## src/rtl/iseg_pkg.sv

```systemverilog
package iseg_pkg;
  localparam int DRV_W = 6;
  localparam int COM_W = 2;
  localparam int WORD_W = 4;

  typedef enum logic [1:0] {OP_WR = 2'd0, OP_RD = 2'd1, OP_CTL = 2'd2, OP_NOP = 2'd3} op_e;
  typedef enum logic [2:0] {S_IDLE, S_RD, S_WR, S_CLR, S_FIN} st_e;

  // Map byte for entry i of an icon: {common, driver}
  function automatic logic [7:0] map_byte(int icon, int i);
    int com;
    int drv;
    if (icon < 8) begin
      com = i % 3;
      drv = 3 * icon + i / 3;
    end else if (icon == 8) begin
      com = 3;
      drv = 3 * i;
    end else begin
      com = 3;
      drv = 40 + i;
    end
    return {COM_W'(com), DRV_W'(drv)};
  endfunction

  function automatic int map_count(int icon);
    if (icon <= 8) return 7;
    if (icon == 9) return 3;
    return 0;
  endfunction
endpackage

```

## src/rtl/iseg_icon_rom.sv

```systemverilog
module iseg_icon_rom
  import iseg_pkg::*;
#(
  parameter int NUM_ICONS = 10,
  parameter int MAX_SEGS  = 16,
  parameter int ICON_W    = 4,
  localparam int SLOT_W   = $clog2(MAX_SEGS),
  localparam int IDX_W    = SLOT_W + 1
) (
  input  logic [ICON_W-1:0] icon,
  input  logic [SLOT_W-1:0] slot,
  output logic              hit,
  output logic [IDX_W-1:0]  cnt,
  output logic [7:0]        mbyte
);
  logic [7:0]       tbl     [NUM_ICONS][MAX_SEGS];
  logic [IDX_W-1:0] cnt_tbl [NUM_ICONS];

  for (genvar gi = 0; gi < NUM_ICONS; gi++) begin : g_icon
    assign cnt_tbl[gi] = IDX_W'(map_count(gi));
    for (genvar gs = 0; gs < MAX_SEGS; gs++) begin : g_slot
      assign tbl[gi][gs] = map_byte(gi, gs);
    end
  end

  always_comb begin
    hit   = 1'b0;
    cnt   = '0;
    mbyte = '0;
    for (int k = 0; k < NUM_ICONS; k++) begin
      if (icon == ICON_W'(k)) begin
        hit   = 1'b1;
        cnt   = cnt_tbl[k];
        mbyte = tbl[k][slot];
      end
    end
  end
endmodule

```

## src/rtl/iseg_bitpatch.sv

```systemverilog
module iseg_bitpatch
  import iseg_pkg::*;
(
  input  logic [WORD_W-1:0] word_in,
  input  logic [COM_W-1:0]  com,
  input  logic              val,
  output logic [WORD_W-1:0] word_out,
  output logic              bit_out
);
  logic [WORD_W-1:0] sel;
  assign sel      = WORD_W'(1) << com;
  assign word_out = val ? (word_in | sel) : (word_in & ~sel);
  assign bit_out  = |(word_in & sel);
endmodule

```

## src/rtl/iseg_engine.sv

```systemverilog
module iseg_engine
  import iseg_pkg::*;
#(
  parameter int NUM_ICONS = 10,
  parameter int MAX_SEGS  = 16,
  parameter int SEG_REGS  = 64,
  parameter int ICON_W    = 4,
  localparam int SLOT_W   = $clog2(MAX_SEGS),
  localparam int IDX_W    = SLOT_W + 1
) (
  input  logic                clk,
  input  logic                rst_n,
  input  logic                cmd_valid,
  output logic                cmd_ready,
  input  logic [1:0]          cmd_op,
  input  logic [ICON_W-1:0]   cmd_icon,
  input  logic [MAX_SEGS-1:0] cmd_mask,
  input  logic [7:0]          cmd_code,
  output logic                busy,
  output logic                done,
  output logic [MAX_SEGS-1:0] rd_mask,
  output logic                disp_en,
  output logic [DRV_W-1:0]    seg_addr,
  input  logic [WORD_W-1:0]   seg_rdata,
  output logic                seg_we,
  output logic [WORD_W-1:0]   seg_wdata
);
  st_e                 state;
  logic [1:0]          op_q;
  logic [ICON_W-1:0]   icon_q;
  logic [MAX_SEGS-1:0] mask_q;
  logic [IDX_W-1:0]    idx_q;
  logic [DRV_W-1:0]    clr_ptr;
  logic [WORD_W-1:0]   rbuf;
  logic [MAX_SEGS-1:0] res;
  logic                en;

  logic [ICON_W-1:0]   rom_icon;
  logic                rom_hit;
  logic [IDX_W-1:0]    rom_cnt;
  logic [7:0]          rom_byte;
  logic [SLOT_W-1:0]   slot;
  logic [WORD_W-1:0]   patch_in, patch_out;
  logic                patch_bit, last;

  assign slot     = idx_q[SLOT_W-1:0];
  assign rom_icon = (state == S_IDLE) ? cmd_icon : icon_q;
  assign last     = (idx_q + 1'b1) == rom_cnt;
  assign patch_in = (state == S_WR) ? rbuf : seg_rdata;

  iseg_icon_rom #(.NUM_ICONS(NUM_ICONS), .MAX_SEGS(MAX_SEGS), .ICON_W(ICON_W)) u_rom (
    .icon(rom_icon), .slot(slot), .hit(rom_hit), .cnt(rom_cnt), .mbyte(rom_byte)
  );

  iseg_bitpatch u_patch (
    .word_in(patch_in), .com(rom_byte[7 -: COM_W]), .val(mask_q[slot]),
    .word_out(patch_out), .bit_out(patch_bit)
  );

  always_ff @(posedge clk) begin
    if (!rst_n) begin
      state   <= S_IDLE;
      op_q    <= OP_NOP;
      icon_q  <= '0;
      mask_q  <= '0;
      idx_q   <= '0;
      clr_ptr <= '0;
      rbuf    <= '0;
      res     <= '0;
      en      <= 1'b0;
    end else begin
      unique case (state)
        S_IDLE: if (cmd_valid) begin
          op_q   <= cmd_op;
          icon_q <= cmd_icon;
          mask_q <= cmd_mask;
          idx_q  <= '0;
          res    <= '0;
          case (op_e'(cmd_op))
            OP_WR, OP_RD: state <= (rom_hit && rom_cnt != '0) ? S_RD : S_FIN;
            OP_CTL: begin
              if (cmd_code[0]) begin
                clr_ptr <= '0;
                state   <= S_CLR;
              end else begin
                en    <= (cmd_code == 8'h0C);
                state <= S_FIN;
              end
            end
            default: state <= S_FIN;
          endcase
        end
        S_RD: begin
          if (op_q == OP_RD) begin
            res[slot] <= patch_bit;
            idx_q     <= idx_q + 1'b1;
            state     <= last ? S_FIN : S_RD;
          end else begin
            rbuf  <= seg_rdata;
            state <= S_WR;
          end
        end
        S_WR: begin
          idx_q <= idx_q + 1'b1;
          state <= last ? S_FIN : S_RD;
        end
        S_CLR: begin
          clr_ptr <= clr_ptr + 1'b1;
          if (clr_ptr == DRV_W'(SEG_REGS - 1)) state <= S_FIN;
        end
        default: state <= S_IDLE;
      endcase
    end
  end

  assign cmd_ready = (state == S_IDLE);
  assign busy      = (state != S_IDLE);
  assign done      = (state == S_FIN);
  assign rd_mask   = res;
  assign disp_en   = en;
  assign seg_we    = (state == S_WR) || (state == S_CLR);
  assign seg_addr  = (state == S_CLR) ? clr_ptr : rom_byte[DRV_W-1:0];
  assign seg_wdata = (state == S_CLR) ? '0 : patch_out;

  // never ready while a command is in progress
  a_r8_no_accept_busy: assert property (@(posedge clk) disable iff (!rst_n)
    busy |-> !cmd_ready);
  // done is a single-cycle pulse inside the busy window
  a_r8_done_pulse: assert property (@(posedge clk) disable iff (!rst_n)
    done |-> busy ##1 !done);
  // the write of a read-modify-write goes to the address just read
  a_r5_rmw_same_addr: assert property (@(posedge clk) disable iff (!rst_n)
    (state == S_WR) |-> (seg_addr == $past(seg_addr)) && $past(state == S_RD));
  // a read walk never writes
  a_r4_read_no_write: assert property (@(posedge clk) disable iff (!rst_n)
    (busy && op_q == OP_RD) |-> !seg_we);
  // clearing writes only zeros
  a_r6_clear_zero: assert property (@(posedge clk) disable iff (!rst_n)
    (state == S_CLR) |-> seg_we && seg_wdata == '0);
  // a patch changes at most one common bit of the word read
  a_r3_one_bit: assert property (@(posedge clk) disable iff (!rst_n)
    (state == S_WR) |-> $countones(seg_wdata ^ rbuf) <= 1);
endmodule

```

## config.mk

```make
export PLATFORM = sky130hd
export DESIGN_NAME = iseg_engine
export DESIGN_NICKNAME = d
export VERILOG_FILES = /design/src/rtl/iseg_pkg.sv /design/src/rtl/iseg_icon_rom.sv /design/src/rtl/iseg_bitpatch.sv /design/src/rtl/iseg_engine.sv
export SDC_FILE = /design/constraint.sdc
export NUM_CORES = 1
export LEC_CHECK = 0
export ABC_AREA = 1
export BUFFER_PORTS_ARGS = -buffer_cell sky130_fd_sc_hd__buf_2
export CAP_MARGIN = 15
export CORE_ASPECT_RATIO = 0.75
export CORE_MARGIN = 2
export CORE_UTILIZATION = 45
export CTS_CLUSTER_DIAMETER = 50
export CTS_CLUSTER_SIZE = 24
export DETAILED_ROUTE_END_ITERATION = 8
export PLACE_DENSITY = 0.71
export SETUP_SLACK_MARGIN = 0.02
export SLEW_MARGIN = 20
export SYNTH_ARGS = -nofsm -noshare
export SYNTH_HDL_FRONTEND = slang
export SYNTH_SLANG_ARGS = --single-unit
```

## constraint.sdc

```tcl
create_clock -name clk -period 2.4 [get_ports clk]
set_input_delay 0 -clock clk [delete_from_list [all_inputs] [get_ports clk]]
set_output_delay 0 -clock clk [all_outputs]
set_load 0.005 [all_outputs]
```

==> results.txt <==
Row Count = 28
Clk network pwr share = 30.9%
VDD IR max = 0.5078 mV
Seq cells post-synth = 57
Final setup violating endpoints = 0
Reg power frac = 28.8%
1st-iter DRT viols = 324
Status = complete, no violations
Worst-path clk slew = 0.07 ns
Die X = 107.9 um
DP HPWL = 8.579 mm
Worst reg2reg path startpoint = state[2]
Max-slew violations = 0
Core Region = 7883 sq um
F_max = 434.8 MHz
Post-synthesis instance total = 559
CTS tree = built
CP Class = flip-flop to output port
Most Frequent Cell on Critical Path = nor2_1
Hold-critical path depth = 4
Initial antenna violation count = 0
Period utilization = 95.82%
Slew headroom = 64.26%
Crit end category = output port
Yosys warns = 0
# nets final = 722
Layout area overhead = 34.02%
Clock skew = 0.008832 ns
Leakage power = 2.222 nW
Sw Ratio = 38.30%
CTS H-tree depth = 3
Clock Sinks = 57
Total Power = 3.779 mW
HP Start = cmd_code[0]
Drc violations = 0
Largest net degree at the start of global routing = 36
Clk Latency, worst-skew pair = 0.35 ns
P_int = 2.332 mW
Routed Antenna Nets = 0
Worst setup SP type = flip-flop
Required time of the critical path = 2.40 ns
Vias in the first global route = 3853
DRT Wirelength = 11.97 mm
Worst r2r dst = disp_en
Final core occ = 61.90%
Register area share after synthesis = 31.34%
Num ports = 68
Crit-path slowest cell = dfxtp_2
R2R cell count = 8
Leading area contributor after synthesis = dfxtp_1
CTS buffer count = 9
Clock Path Buffers = 2
Reg2reg setup slack = 0.25 ns
Root buf cell = clkbuf_8
First-pass GRT wire length = 19.13 mm
RSZ-0062 raised after global routing = yes
Worst-path fanout max = 8
1st-pass router iterations = 5
Port Buffer Count = 67
CP max stage delay = 0.35 ns
Critical Path Start = idx_q[0]
Via count = 4304
Finished Layout Cells = 785
Diode count = 0
Psw = 1.447 mW
Syn_area_per_cell = 6.513 sq um
Gr ovfl total = 0
Share of synthesized registers carrying an async set or reset = 0%
Distinct cells, synth = 44
Synthesized Nets = 606
GP Congestion = 0.9659
Comb power frac = 40.3%
Routed length per instance = 15.24 um
Yosys top cell area share = 31.34%
Worst-Margin Slew = 0.5353 ns
DIE HEIGHT = 81.90 um
Count of final hold-check violations = 0
Hold WS = 0.06133 ns
Hold EP = state[2]
GRT Util Overall = 28.16%
Layout cells sized above 1 = 24.71%
Crit path time final = 2.300 ns
Sum Neg Setup Slack = 0 ns
Crit path cell chain = inv_2, buf_4, ha_1, inv_2, nor2_4, nor2_1, o21ai_0, nor2_1, nor2_1, o22ai_2, o21ai_1, buf_2
Post-synth top flop = dfxtp_1
DIE AREA = 8834 sq um
Max cap viols = 0
Crit path arrival time = 2.30 ns
Post-synth EDFFs = 0
Synthesized area = 3641 sq um
Initial core utilization = 46.19%
Pwr/cell area = 774.5 nW/um^2
Synth top area cells = dfxtp_1, nand2_1, o21ai_0, a21oi_1, inv_1
Vias per inst = 5.483
Placed cell count = 729
Type of the tightest min-delay check = input port to flip-flop
[flip-flops by register name (all words and copies together), names as in the netlist]
register  cells
mask_q       16
rd_mask      16
clr_ptr       6
idx_q         5
icon_q        4
rbuf          4
state         3
op_q          2
disp_en       1
[metal layers]
metal  vias to the layer above  wire length (um)  track usage [%]
met1                      1967              5543            39.63
met2                       215              5143            43.65
met5                         -                 0                0
met3                        28              1024            6.111
met4                         0               255            7.564
li1                       2094                 -                -
[metrics by stage]
stage	setup WS, ns	cell area, sq um
after floorplan	0.2794	3641
after global placement	0.2315	4144
after detailed placement	0.1448	4144
after CTS	0.02805	4741
after global routing	-0.01729	4880
final	0.1002	4880
[area by class of cell]
class	count	area (sq um)
timing repair buffer	126	859.6
inverter	71	270.3
fill	749	3003
clock inverter	4	98.84
clock buffer	12	155.1
sequential	57	1146
tap	105	131.4
multi-input combinational	410	2218
[cell families after synthesis]
kind of cell,after synthesis,share of synthesized area (%)
buffers and inverters,92,10.34
flip-flops,57,31.34
XOR/XNOR,4,0.9624
AND/OR/NAND/NOR,247,32.34
AO/OA/AOI/OAI,149,21.58
adder cells (fa/ha/maj),10,3.436
[synthesized netlist by cell type, types with 2 or more instances]
| master | n |
|---|---|
| nor2_1 | 58 |
| inv_2 | 4 |
| clkinv_1 | 2 |
| nand4_1 | 10 |
| buf_2 | 3 |
| nand3b_1 | 4 |
| o21a_1 | 2 |
| or2_2 | 3 |
| o211ai_1 | 4 |
| nand2_4 | 4 |
| nand2_1 | 105 |
| clkbuf_1 | 14 |
| nand3_2 | 9 |
| o221ai_1 | 2 |
| inv_1 | 63 |
| dfxtp_1 | 57 |
| nand3_1 | 37 |
| nand2_2 | 6 |
| nor4_1 | 2 |
| nor3_1 | 4 |
| o21ai_0 | 72 |
| a21oi_1 | 61 |
| xor2_1 | 3 |
| ha_1 | 10 |
[how the worst max path moves through the flow]
stage / end / cells after the start
after floorplan: rd_mask[10] / 14
after global placement: rd_mask[5] / 10
after CTS: seg_addr[1] / 12
after detailed placement: rd_mask[9] / 10
final: seg_addr[1] / 12
after global routing: seg_addr[1] / 11
[what timing repair did]
item,in CTS,in global routing
resized for setup,5,30
hold buffers,31,0
pin swaps,1,6
buffers inserted,3,6
setup endpoints to repair,8,19
hold endpoints to repair,27,0
[worst max-delay path, delay by kind of cell, from the launching register on]
kind / cells / cell delay (ns)
compound gates: 3 / 0.44
simple gates: 4 / 0.41
fa+ha+maj: 1 / 0.23
buf+inv: 4 / 0.52
flops: 1 / 0.35
[power by group through the flow]
stage          sequential [mW]  clock [mW]  combinational (mW)
4_1_cts                   1.08        1.18                1.39
6_report                  1.09        1.17                1.52
3_5_place_dp              1.10           0                1.32
2_1_floorplan             1.09           0               0.914
5_1_grt                   1.10        1.22                1.68
3_3_place_gp              1.10           0                1.31
[cell usage in the layout (no fill, tap or decap), types with 2 or more instances in the layout]
master	netlist	final
inv_1	63	59
nor2_1	58	55
nand3_4	1	2
nand2_2	6	9
dfxtp_1	57	53
nand2_1	105	100
nand3_2	9	8
or2_2	3	3
bufinv_16	0	3
clkinv_1	2	2
buf_4	1	27
nand4_1	10	10
nor2_2	1	2
nand2_4	4	6
xor2_1	3	3
dfxtp_2	0	4
nand3b_1	4	4
inv_2	4	8
ha_2	0	2
o211ai_1	4	4
nand3_1	37	37
ha_1	10	7
dlygate4sd3_1	0	31
o21a_1	2	2
a21oi_1	61	61
nor2_4	1	3
o21ai_2	0	3
nor3_1	4	4
buf_2	3	67
o21ai_0	72	69
clkbuf_8	0	11
(Power assumes the default switching activity.)
